--- src/rtl/pfc_pkg.sv ---
package pfc_pkg;

   typedef enum logic {
      PS_IDLE  = 1'b0,
      PS_PAUSE = 1'b1
   } pause_st_e;

   function automatic int unsigned pfc_log2(input int unsigned v);
      int unsigned r;
      r = 0;
      while ((32'd1 << r) < v) r++;
      return r;
   endfunction

endpackage

--- src/rtl/pfc_port.sv ---
module pfc_port
   import pfc_pkg::*;
#(
   parameter int LVL_W = 12,
   parameter int TMR_W = 16,
   parameter int QLOG  = 9,
   localparam int CNT_W = TMR_W + QLOG
) (
   input  logic             clk,
   input  logic             rst_n,
   input  logic             en,
   input  logic [LVL_W-1:0] lvl,
   input  logic             full,
   input  logic [LVL_W-1:0] hi,
   input  logic [LVL_W-1:0] lo,
   input  logic [TMR_W-1:0] regen,
   input  logic             bit_tick,
   input  logic             grant,
   input  logic             full_rd,
   input  logic             nf_rd,
   output logic             pend,
   output logic             full_st,
   output logic             nf_st
);

   pause_st_e        st_q, st_d;
   logic [CNT_W-1:0] cnt_q;
   logic [CNT_W-1:0] reload;
   logic [TMR_W-1:0] regen_eff;
   logic             above_hi, at_lo;
   logic             enter, stay, expire;
   logic             nf_cond, full_cond;
   logic             nf_prev, full_prev;

   assign above_hi  = lvl > hi;
   assign at_lo     = lvl <= lo;
   assign regen_eff = (regen == '0) ? TMR_W'(1) : regen;
   assign reload    = {regen_eff, {QLOG{1'b0}}};

   always_comb begin
      st_d = st_q;
      if (!en)                             st_d = PS_IDLE;
      else if (st_q == PS_IDLE && above_hi) st_d = PS_PAUSE;
      else if (st_q == PS_PAUSE && at_lo)   st_d = PS_IDLE;
   end

   assign enter  = (st_q == PS_IDLE)  && (st_d == PS_PAUSE);
   assign stay   = (st_q == PS_PAUSE) && (st_d == PS_PAUSE);
   assign expire = stay && bit_tick && (cnt_q == CNT_W'(1));

   always_ff @(posedge clk or negedge rst_n) begin
      if (!rst_n) begin
         st_q  <= PS_IDLE;
         cnt_q <= '0;
         pend  <= 1'b0;
      end else begin
         st_q <= st_d;
         if (enter)              cnt_q <= reload;
         else if (expire)        cnt_q <= reload;
         else if (stay && bit_tick) cnt_q <= cnt_q - CNT_W'(1);
         else if (!stay)         cnt_q <= '0;

         if (st_d == PS_IDLE)       pend <= 1'b0;
         else if (enter || expire)  pend <= 1'b1;
         else if (grant)            pend <= 1'b0;
      end
   end

   assign nf_cond   = en && above_hi;
   assign full_cond = en && full;

   always_ff @(posedge clk or negedge rst_n) begin
      if (!rst_n) begin
         nf_prev   <= 1'b0;
         full_prev <= 1'b0;
         nf_st     <= 1'b0;
         full_st   <= 1'b0;
      end else begin
         nf_prev   <= nf_cond;
         full_prev <= full_cond;
         nf_st     <= (nf_st & ~nf_rd) | (nf_cond & ~nf_prev);
         full_st   <= (full_st & ~full_rd) | (full_cond & ~full_prev);
      end
   end

endmodule

--- src/rtl/pfc_req_arb.sv ---
module pfc_req_arb #(
   parameter int NPORT       = 8,
   parameter int IDX_W       = 3,
   parameter bit ROUND_ROBIN = 1'b0
) (
   input  logic             clk,
   input  logic             rst_n,
   input  logic [NPORT-1:0] pend,
   input  logic             ready,
   output logic [NPORT-1:0] grant,
   output logic             valid,
   output logic [IDX_W-1:0] port
);

   logic             any;
   logic [IDX_W-1:0] sel;
   logic             load;

   generate
      if (ROUND_ROBIN) begin : g_rr
         logic [IDX_W-1:0] ptr_q;
         always_comb begin
            any = 1'b0;
            sel = '0;
            for (int k = NPORT; k >= 1; k--) begin
               int j;
               j = (int'(ptr_q) + k) % NPORT;
               if (pend[j]) begin
                  any = 1'b1;
                  sel = IDX_W'(j);
               end
            end
         end
         always_ff @(posedge clk or negedge rst_n) begin
            if (!rst_n)    ptr_q <= IDX_W'(NPORT - 1);
            else if (load) ptr_q <= sel;
         end
      end else begin : g_fixed
         always_comb begin
            any = 1'b0;
            sel = '0;
            for (int i = NPORT - 1; i >= 0; i--) begin
               if (pend[i]) begin
                  any = 1'b1;
                  sel = IDX_W'(i);
               end
            end
         end
      end
   endgenerate

   assign load = any && (!valid || ready);

   always_comb begin
      for (int i = 0; i < NPORT; i++) grant[i] = load && (sel == IDX_W'(i));
   end

   always_ff @(posedge clk or negedge rst_n) begin
      if (!rst_n) begin
         valid <= 1'b0;
         port  <= '0;
      end else if (load) begin
         valid <= 1'b1;
         port  <= sel;
      end else if (ready) begin
         valid <= 1'b0;
      end
   end

endmodule

--- src/rtl/pause_flow_ctrl.sv ---
module pause_flow_ctrl
   import pfc_pkg::*;
#(
   parameter int NPORT        = 8,
   parameter int LVL_W        = 12,
   parameter int TMR_W        = 16,
   parameter int QUANTUM_BITS = 512,
   parameter bit ROUND_ROBIN  = 1'b0,
   localparam int IDX_W = (NPORT > 1) ? $clog2(NPORT) : 1,
   localparam int QLOG  = $clog2(QUANTUM_BITS)
) (
   input  logic                   clk,
   input  logic                   rst_n,
   input  logic [NPORT-1:0]       port_en,
   input  logic [NPORT*LVL_W-1:0] fill_lvl,
   input  logic [NPORT-1:0]       fifo_full,
   input  logic [NPORT*LVL_W-1:0] hi_thr,
   input  logic [NPORT*LVL_W-1:0] lo_thr,
   input  logic [TMR_W-1:0]       regen_time,
   input  logic                   bit_tick,
   input  logic [NPORT-1:0]       full_mask,
   input  logic [NPORT-1:0]       nfull_mask,
   input  logic                   full_stat_rd,
   input  logic                   nfull_stat_rd,
   input  logic                   pause_ready,
   output logic                   pause_valid,
   output logic [IDX_W-1:0]       pause_port,
   output logic [NPORT-1:0]       full_stat,
   output logic [NPORT-1:0]       nfull_stat,
   output logic                   irq
);

   generate
      if (NPORT < 1 || NPORT > 32) begin : g_bad_nport
         $error("pause_flow_ctrl: NPORT must be 1..32");
      end
      if (QUANTUM_BITS < 2 || (1 << QLOG) != QUANTUM_BITS) begin : g_bad_quantum
         $error("pause_flow_ctrl: QUANTUM_BITS must be a power of two >= 2");
      end
      if (LVL_W < 1 || TMR_W < 1) begin : g_bad_width
         $error("pause_flow_ctrl: LVL_W and TMR_W must be positive");
      end
   endgenerate

   logic [NPORT-1:0] pend;
   logic [NPORT-1:0] grant;

   generate
      for (genvar p = 0; p < NPORT; p++) begin : g_port
         pfc_port #(
            .LVL_W (LVL_W),
            .TMR_W (TMR_W),
            .QLOG  (QLOG)
         ) u_port (
            .clk      (clk),
            .rst_n    (rst_n),
            .en       (port_en[p]),
            .lvl      (fill_lvl[p*LVL_W +: LVL_W]),
            .full     (fifo_full[p]),
            .hi       (hi_thr[p*LVL_W +: LVL_W]),
            .lo       (lo_thr[p*LVL_W +: LVL_W]),
            .regen    (regen_time),
            .bit_tick (bit_tick),
            .grant    (grant[p]),
            .full_rd  (full_stat_rd),
            .nf_rd    (nfull_stat_rd),
            .pend     (pend[p]),
            .full_st  (full_stat[p]),
            .nf_st    (nfull_stat[p])
         );
      end
   endgenerate

   pfc_req_arb #(
      .NPORT       (NPORT),
      .IDX_W       (IDX_W),
      .ROUND_ROBIN (ROUND_ROBIN)
   ) u_arb (
      .clk   (clk),
      .rst_n (rst_n),
      .pend  (pend),
      .ready (pause_ready),
      .grant (grant),
      .valid (pause_valid),
      .port  (pause_port)
   );

   assign irq = |((full_stat & ~full_mask) | (nfull_stat & ~nfull_mask));

endmodule

--- config.mk ---
export PLATFORM = sky130hd
export DESIGN_NAME = pause_flow_ctrl
export DESIGN_NICKNAME = d
export VERILOG_FILES = /design/src/rtl/pfc_pkg.sv /design/src/rtl/pfc_port.sv /design/src/rtl/pfc_req_arb.sv /design/src/rtl/pause_flow_ctrl.sv
export SDC_FILE = /design/constraint.sdc
export NUM_CORES = 1
export LEC_CHECK = 0
export BUFFER_PORTS_ARGS = -buffer_cell sky130_fd_sc_hd__buf_2
export CAP_MARGIN = 20
export CORE_MARGIN = 3
export CORE_UTILIZATION = 58
export DETAILED_ROUTE_END_ITERATION = 10
export PLACE_DENSITY = 0.83
export SYNTH_ARGS = -nofsm -noshare
export SYNTH_HDL_FRONTEND = slang
export SYNTH_HIERARCHICAL = 1
export SYNTH_SLANG_ARGS = --single-unit
--- constraint.sdc ---
create_clock -name clk -period 3.35 [get_ports clk]
set_clock_uncertainty 0.2 [all_clocks]
set_input_delay 0.67 -clock clk [delete_from_list [all_inputs] [get_ports clk]]
set_output_delay 0.67 -clock clk [all_outputs]
set_load 0.03 [all_outputs]
# == After elaboration in Yosys (flattened, before gate mapping) ==
# Index checks and enable logic that the tools add are counted.
# word_totals
regBits,252
in_bits,342
out_inout_bits,21
# classes
n_addsub,8
n_lt_le_gt_ge,16
eq_ne,31
n_mux,99
bitwise_logic,79
n_reduce_logical,87
# op_table
operator,n
25-bit 2-to-1 mux,32
25-bit by 1-bit == test with 1-bit output (second input constant),8
25-bit by 1-bit subtractor with 25-bit output (second input constant),8
12-bit greater-than comparator,8
12-bit <= comparator,8
1-bit logical AND,73
1-bit 2-to-1 mux,58
1-bit AND,32
4-bit by 3-bit != test with 1-bit output (second input constant),8
1-bit inverter,26
3-bit 2-to-1 mux,8
3-bit by 2-bit != test with 1-bit output (second input constant),8
8-bit AND,2
16-bit logical NOT,1
16-bit 2-to-1 mux,1
8-bit inverter,2
1-bit bitwise OR,16
3-bit == test (second input constant),4
1-bit logical OR,9
8-bit bitwise OR,1
8-bit OR reduction,1
3-bit by 2-bit == test with 1-bit output (second input constant),2
3-bit by 1-bit == test with 1-bit output (second input constant),1
3-bit logical NOT,1
2 further kinds,2

# == Longest topological paths before layout ==
# Gate-level depths: netlist (run 1).
# depth
depth_word,13
ltp_mapped,11

# == Modules after synthesis ==
# The synthesis (run 1) kept the hierarchy.
# by_module_without_submodules
module,n_inst,cells_per_inst,area_per_inst_um2
pfc_port (g_port[0].u_port ...),5,279,2411.1
pfc_port (g_port[5].u_port ...),3,289,2437.3
pfc_req_arb,1,39,336.6
pause_flow_ctrl,1,21,178.9

# == Least setup slack after synthesis (run 1) ==
# OpenSTA, ideal clock, no wires.
# synth_path
path_kind,in2reg
from,in hi_thr[9]
to,reg g_port[0].u_port.cnt_q[0]
arrival_ps,3047
slack_ps,36
stages,9
n_path_buf,0
path_cell_list,inv_1 -> ha_1 -> a21oi_1 -> o21ai_0 -> a2111o_1 -> o211ai_1 -> nand2_1 -> nor3_1 -> mux2_2
# synth_via
elab_chain_cells,9
# synth_rtl
element,line_no,rtl
from (decl),pause_flow_ctrl.sv:17,"input logic [NPORT*LVL_W-1:0] hi_thr,"
12-bit greater-than comparator *,pfc_port.sv:35,assign above_hi = lvl > hi;
1-bit logical AND *,pfc_port.sv:43,else if (st_q == PS_IDLE && above_hi) st_d = PS_PAUSE;
1-bit 2-to-1 mux *,pfc_port.sv:43,
1-bit 2-to-1 mux *,pfc_port.sv:42,if (!en) st_d = PS_IDLE;
1-bit logical AND,pfc_port.sv:48,assign stay = (st_q == PS_PAUSE) && (st_d == PS_PAUSE);
1-bit logical AND,"pfc_port.sv:49, pfc_port.sv:60",
25-bit 2-to-1 mux or 1-bit logical AND (tied branches),"pfc_port.sv:60, pfc_port.sv:49",
25-bit 2-to-1 mux,pfc_port.sv:59,else if (expire) cnt_q <= reload;
25-bit 2-to-1 mux,pfc_port.sv:58,if (enter) cnt_q <= reload;
to (signal assigned),pfc_port.sv:58,
to (signal assigned),pfc_port.sv:59,
to (signal assigned),pfc_port.sv:60,else if (stay && bit_tick) cnt_q <= cnt_q - CNT_W'(1);
to (decl),pfc_port.sv:27,logic [CNT_W-1:0] cnt_q;
# Every way passes the cells marked *; elsewhere a longest branch is shown, timed or not.
# A chain may end at the register's enable or synchronous reset.

# == Final worst setup path (run 1) ==
# layout_path
from,reg g_port[0].u_port.cnt_q[17]
to,reg g_port[0].u_port.cnt_q[14]
# layout_via
elab_chain_cells,4
# layout_rtl
element,line_no,rtl
25-bit by 1-bit == test with 1-bit output *,pfc_port.sv:49,assign expire = stay && bit_tick && (cnt_q == CNT_W'(1));
1-bit logical AND *,pfc_port.sv:49,
25-bit 2-to-1 mux,pfc_port.sv:59,
25-bit 2-to-1 mux,pfc_port.sv:58,
# Marks and branches as above.

==> impl_metrics.yaml, run 1 <==
layout:
  final_cell_mix: "buf_2 (361), inv_1 (284), dfrtp_1 (252)"
  area_delta_synth_final_pct: 18.8
  ff_latch_area_um2: 6310
  layout_commonest_cell: "buf_2"
  nNetsFinal: 3279
  drive_above_1_share_pct: 21.2
  multi_input_area_um2: 12100
  nFillCells: 2647
  fin_area_um2: 23600
  layoutNonFillerInstCount: 3200
synthesis:
  netlist_area_um2: 19900
  yosysWarningCount: 6
  synthTopCellsByArea: "dfrtp_1 (32%), ha_1 (13%), inv_1 (5.4%)"
  syn_nets: 2872
  syn_avg_cell_area_um2: 8.56
  synth_edf_count: 0
  synthArstFlopShare_pct: 100
  netlist.area_leader.share_pct: 31.7
  synth_seq_cells: 252
  yosysUniqueCellTypes: 70
  yosys.area.top_type: "dfrtp_1"
  synth_cells: 2322
  ys_seq_area_share_pct: 31.7
  ys.flop_type: "dfrtp_1"
route:
  firstDrtPassIters: 5
  vias: 20600
  drt_iter0_drc: 2198
  routedWlPerCell_um: 19.6
  routed_wl_mm: 62.6
  ant_nets: 0
  drc: 0
  vias_per_cell: 6.44
pwr:
  p_leak_nw: 12.1
  max-vdd-ir-drop_v: 0.000421
  powerDensity_nw_per_um2: 461
timing:
  finalCriticalPeriod_ns: 3.28
  relSlewSlack_pct: 23.4
  setup_viol_count_final: 0
  slew_violations: 0
  timing.fmax_mhz: 305
  fin_crit_sh_pct: 98.0
  worst_slew_pin_slew_ns: 1.15
  report.final.hold_viol_count: 0
clock_tree:
  cts-buffers-inserted: 28
  cts_sinks: 252
  h-tree-depth: 1
  clock-root-buffer: "clkbuf_16"
  clk_latency_ns: 0.55
  clockBufferDepth: 3
  cts.reportedPaths.clkPinSlew_ns: 0.06
  cts_tree: "built"
global_route:
  antenna_found_initial: 1
  grt_pass1_vias: 20100
  grt_max_degree: 80
  grt_pass1_wl_mm: 99.9
  grtUsageTotal_pct: 33.1
  grt_overflow_total: 0
worst_setup_path:
  end_kind: "flip-flop"
  path_class: "reg2reg"
  critPathRequiredTime_ns: 3.58
  cp_max_fo: 9
  r2r_cells: 7
  startpoint_type: "flip-flop"
  arrival_ns: 3.51
floorplan:
  die_h_um: 191
  rows: 67
  dieArea_um2: 36500
  die_w_um: 191
  core_um2: 33700
  initial_core_util_pct: 59.0
  io_pins: 363
job:
  drv_cap: 0
placed_design:
  port_buffers: 362
  placedCellCount: 3143
  place_hpwl_mm: 45.9
  gp_congestion: 0.954
  postPlaceCellArea_um2: 22600
worst_hold_path:
  min_path_cells: 3
  hp-class: "in2reg"
outcome:
  status: "complete, no violations"
==> cell type report <==
class | count | share of cell area (%)
diodes | 1 | 0.0106
inverters | 284 | 4.51
clock buffers | 36 | 3.35
multi-input cells | 1711 | 51.2
repair buffers | 452 | 11.0
well taps | 448 | 2.37
flip-flops and latches | 252 | 26.7
clock inverters | 16 | 0.906
==> power breakdown <==
group / switching, mW / internal [mW] / total [mW]
clock network: 1.32 / 2.05 / 3.37
registers: 0.291 / 3.29 / 3.58
logic: 2.32 / 1.61 / 3.94
==> cells in the mapped netlist, drive strengths merged (11+ instances only) <==
| library cell | count |
|---|---|
| or3 | 42 |
| a211o | 21 |
| o41ai | 20 |
| dfrtp | 252 |
| o211ai | 46 |
| a221o | 51 |
| o2bb2ai | 35 |
| nand3 | 36 |
| or4 | 44 |
| a21oi | 149 |
| and3 | 30 |
| nor3 | 150 |
| nand2b | 20 |
| nand2 | 132 |
| inv | 284 |
| a21o | 30 |
| and2 | 14 |
| nor3b | 16 |
| o311ai | 11 |
| a31oi | 18 |
| nor2 | 137 |
| clkbuf | 40 |
| a211oi | 19 |
| a22o | 15 |
| o21a | 16 |
| nor4 | 73 |
| nand3b | 11 |
| o31ai | 15 |
| ha | 208 |
| xor2 | 13 |
| buf | 35 |
| nand4 | 53 |
| nor2b | 43 |
| o221ai | 15 |
| o21ai | 102 |
| o22ai | 23 |
==> logic make-up after synthesis <==
group	Yosys count	share of synthesized area, %
adder cells (fa/ha/maj)	208	13.1
AO/OA/AOI/OAI	650	23.5
AND/OR/NAND/NOR	825	22.9
flip-flops	252	31.7
buffers and inverters	359	7.44
multiplexers	7	0.396
XOR/XNOR	21	0.925
==> metrics by stage <==
stage	power, mW	setup slack (ns)	hold slack [ns]	TNS [ns]	util [%]
after floorplan	6.23	0.0360	0.174	0	-
after global placement	7.31	0.100	0.214	0	67.0
after detailed placement	7.45	-0.0898	0.219	-0.139	67.0
after CTS	10.8	0.0898	0.116	0	70.0
after global routing	11.5	-0.00515	0.123	-0.00515	70.1
final	10.9	0.0683	0.133	0	70.1
==> flip-flops by register name, indices dropped and copies added, names as in the netlist <==
signal and cells:
g_port.u_port/cnt_q 200, g_port.u_port/full_prev 8, g_port.u_port/full_st 8, g_port.u_port/nf_prev 8
g_port.u_port/nf_st 8, g_port.u_port/pend 8, g_port.u_port/st_q 8, u_arb/port 3
u_arb/valid 1
==> worst max-delay path, stage by stage, from the launching register on <==
cell and delay (ns):
dfrtp_1 0.43, or4_4 0.60, or4_1 0.44, or4_4 0.52
nand2_1 0.32, nor3_1 0.10, buf_4 0.20, a221o_1 0.34
==> final timing paths <==
kind | startpoint | endpoint | slack [ns]
min | fifo_full[3] | g_port[3].u_port/full_prev | 0.13
min in group asynchronous | rst_n | g_port[3].u_port/cnt_q[7] | 0.50
max in group asynchronous | rst_n | g_port[5].u_port/cnt_q[1] | 1.62
max reg2reg | g_port[0].u_port/cnt_q[17] | g_port[0].u_port/cnt_q[14] | 0.07
min reg2reg | g_port[4].u_port/nf_prev | g_port[4].u_port/nf_st | 0.23
max | g_port[0].u_port/cnt_q[17] | g_port[0].u_port/cnt_q[14] | 0.07
==> layer usage <==
layer | up-vias | GRT usage, % | share of wire [%]
met4 | 0 | 13.2 | 3.8
met3 | 181 | 4.40 | 9.0
met2 | 1113 | 55.4 | 46
li1 | 9522 | - | -
met5 | - | 0 | 0
met1 | 9791 | 43.6 | 41
==> what timing repair did <==
action                                  CTS  global route
resized for setup                         0             0
endpoints found under the hold margin    74             0
endpoints found under the setup margin    0             7
setup buffers                             0             1
hold buffers                              1             0
No activity file was read; power rests on OpenSTA's default activity.
==> run 2, diff against run 1 <==
Settings changed: CORE_ASPECT_RATIO set to 2, MAX_ROUTING_LAYER set to met4.
==> run 2 against run 1 <==
Against the previous run:
- via count hardly changed
- final cell count is 0.75% lower
- critical path depth is 1 lower
- maximum frequency is 1.2% higher
- largest cell class unchanged
- largest power group unchanged
==> impl_metrics.yaml, run 2 (same netlist as run 1, synthesis figures left out) <==
floorplan:
  die_w_um: 137
  die_h_um: 268
  rows: 95
  core_um2: 33800
  initial_core_util_pct: 58.9
  io_pins: 363
  dieArea_um2: 36700
timing:
  fin_crit_sh_pct: 96.8
  slew_violations: 0
  rsz0062_at_grt: "false"
  worst_slew_pin_slew_ns: 1.13
  finalCriticalPeriod_ns: 3.24
  report.final.hold_viol_count: 0
  setup_viol_count_final: 0
  timing.fmax_mhz: 308
  layout_setup_ws_ns: 0.107
  relSlewSlack_pct: 24.4
global_route:
  grt_overflow_total: 0
  grt_max_degree: 75
  met3_usage_pct: 5.68
  met2_usage_pct: 61.1
  top_usage_layer: "met2"
  grtUsageTotal_pct: 34.9
  use_met1_pct: 35.6
  grt_pass1_wl_mm: 101
  grt_pass1_vias: 20800
  antenna_found_initial: 4
route:
  vias: 20600
  routedWlPerCell_um: 20.3
  routed_wl_mm: 64.4
  firstDrtPassIters: 6
  ant_nets: 0
  drc: 0
  drt_iter0_drc: 1468
  vias_per_cell: 6.49
layout:
  area_delta_synth_final_pct: 17.4
  layout_commonest_cell: "buf_2"
  drive_above_1_share_pct: 20.8
  nNetsFinal: 3270
  largest-register: "g_port.u_port/cnt_q"
  ff_latch_area_um2: 6310
  largest_reg_flops: 200
  nFillCells: 2696
  multi_input_area_um2: 12100
  final_cell_mix: "buf_2 (361), inv_1 (284), dfrtp_1 (252)"
clock_tree:
  cts-buffers-inserted: 22
  clockBufferDepth: 3
  cts_tree: "built"
  clock-root-buffer: "clkbuf_16"
  clk_latency_ns: 0.54
  ctsResizeCount: 0
  cts.reportedPaths.clkPinSlew_ns: 0.07
  h-tree-depth: 1
  cts_sinks: 252
placed_design:
  gp_congestion: 0.973
  place_hpwl_mm: 48.7
  dp_slack_ns: -0.0553
  port_buffers: 362
worst_setup_path:
  arrival_ns: 3.50
  end_kind: "flip-flop"
  r2r_cells: 6
  critPathRequiredTime_ns: 3.61
  cp_max_fo: 16
  path_class: "reg2reg"
  startpoint_type: "flip-flop"
pwr:
  p_leak_nw: 12.0
  max-vdd-ir-drop_v: 0.000359
  powerDensity_nw_per_um2: 435
  totalPowerFinal_mw: 10.2
outcome:
  status: "complete, no violations"
job:
  drv_cap: 0
worst_hold_path:
  min_path_cells: 3
  hp-class: "in2reg"
[run 2: layer usage]
metal	up-vias	part of all wire, %	routed length (um)
li1	9502	-	-
met1	9755	35	22300
met2	1044	51	32600
met3	310	7.7	4970
met4	0	7.0	4520
met5	-	0	0
[run 2: report_power, final]
part / internal, mW / switching [mW] / total, mW
clock: 1.43 / 1.21 / 2.63
combinational: 1.61 / 2.34 / 3.95
sequential: 3.29 / 0.286 / 3.57
[run 2: worst max-delay path, stage by stage, from the launching register on]
cell,delay [ns]
dfrtp_1,0.43
or4_4,0.55
or3_1,0.40
or4_4,0.57
a211o_1,0.33
a21boi_4,0.42
a221o_1,0.26
[run 2: what timing repair did]
| item | CTS | global route |
|---|---|---|
| setup endpoints to repair | 0 | 12 |
| hold buffers | 1 | 0 |
| setup buffers | 0 | 1 |
| endpoints found under the hold margin | 71 | 0 |
[run 2: final timing paths]
| kind | slack [ns] | end | start |
|---|---|---|---|
| worst max-delay path | 0.11 | g_port[1].u_port/cnt_q[18] | g_port[1].u_port/cnt_q[9] |
| worst min-delay path | 0.16 | g_port[3].u_port/full_prev | fifo_full[3] |
| worst max register to register | 0.11 | g_port[1].u_port/cnt_q[18] | g_port[1].u_port/cnt_q[9] |
| worst min register to register | 0.23 | g_port[4].u_port/full_st | g_port[4].u_port/full_prev |
| max in group asynchronous | 1.64 | g_port[4].u_port/cnt_q[5] | rst_n |
| min in group asynchronous | 0.49 | g_port[1].u_port/cnt_q[8] | rst_n |
[run 2: area by class of cell]
class | instances | area share (%)
Timing Repair Buffer | 449 | 11.1
Multi-Input combinational cell | 1711 | 51.8
Clock inverter | 11 | 0.391
Tap cell | 436 | 2.34
Antenna cell | 4 | 0.0429
Inverter | 284 | 4.57
Sequential cell | 252 | 27.0
Clock buffer | 29 | 2.73
[run 2: per-stage QoR]
stage / util, % / hold WS (ns) / std cells / instance area, um2 / setup TNS [ns]
6_report: 69.1 / 0.159 / 3176 / 23300 / 0
3_3_place_gp: 66.8 / 0.219 / 3128 / 22500 / 0
5_1_grt: 69.1 / 0.182 / 3176 / 23300 / 0
2_1_floorplan: - / 0.174 / 2322 / 19900 / 0
4_1_cts: 69.0 / 0.145 / 3169 / 23300 / 0
3_5_place_dp: 66.8 / 0.222 / 3128 / 22500 / -0.468
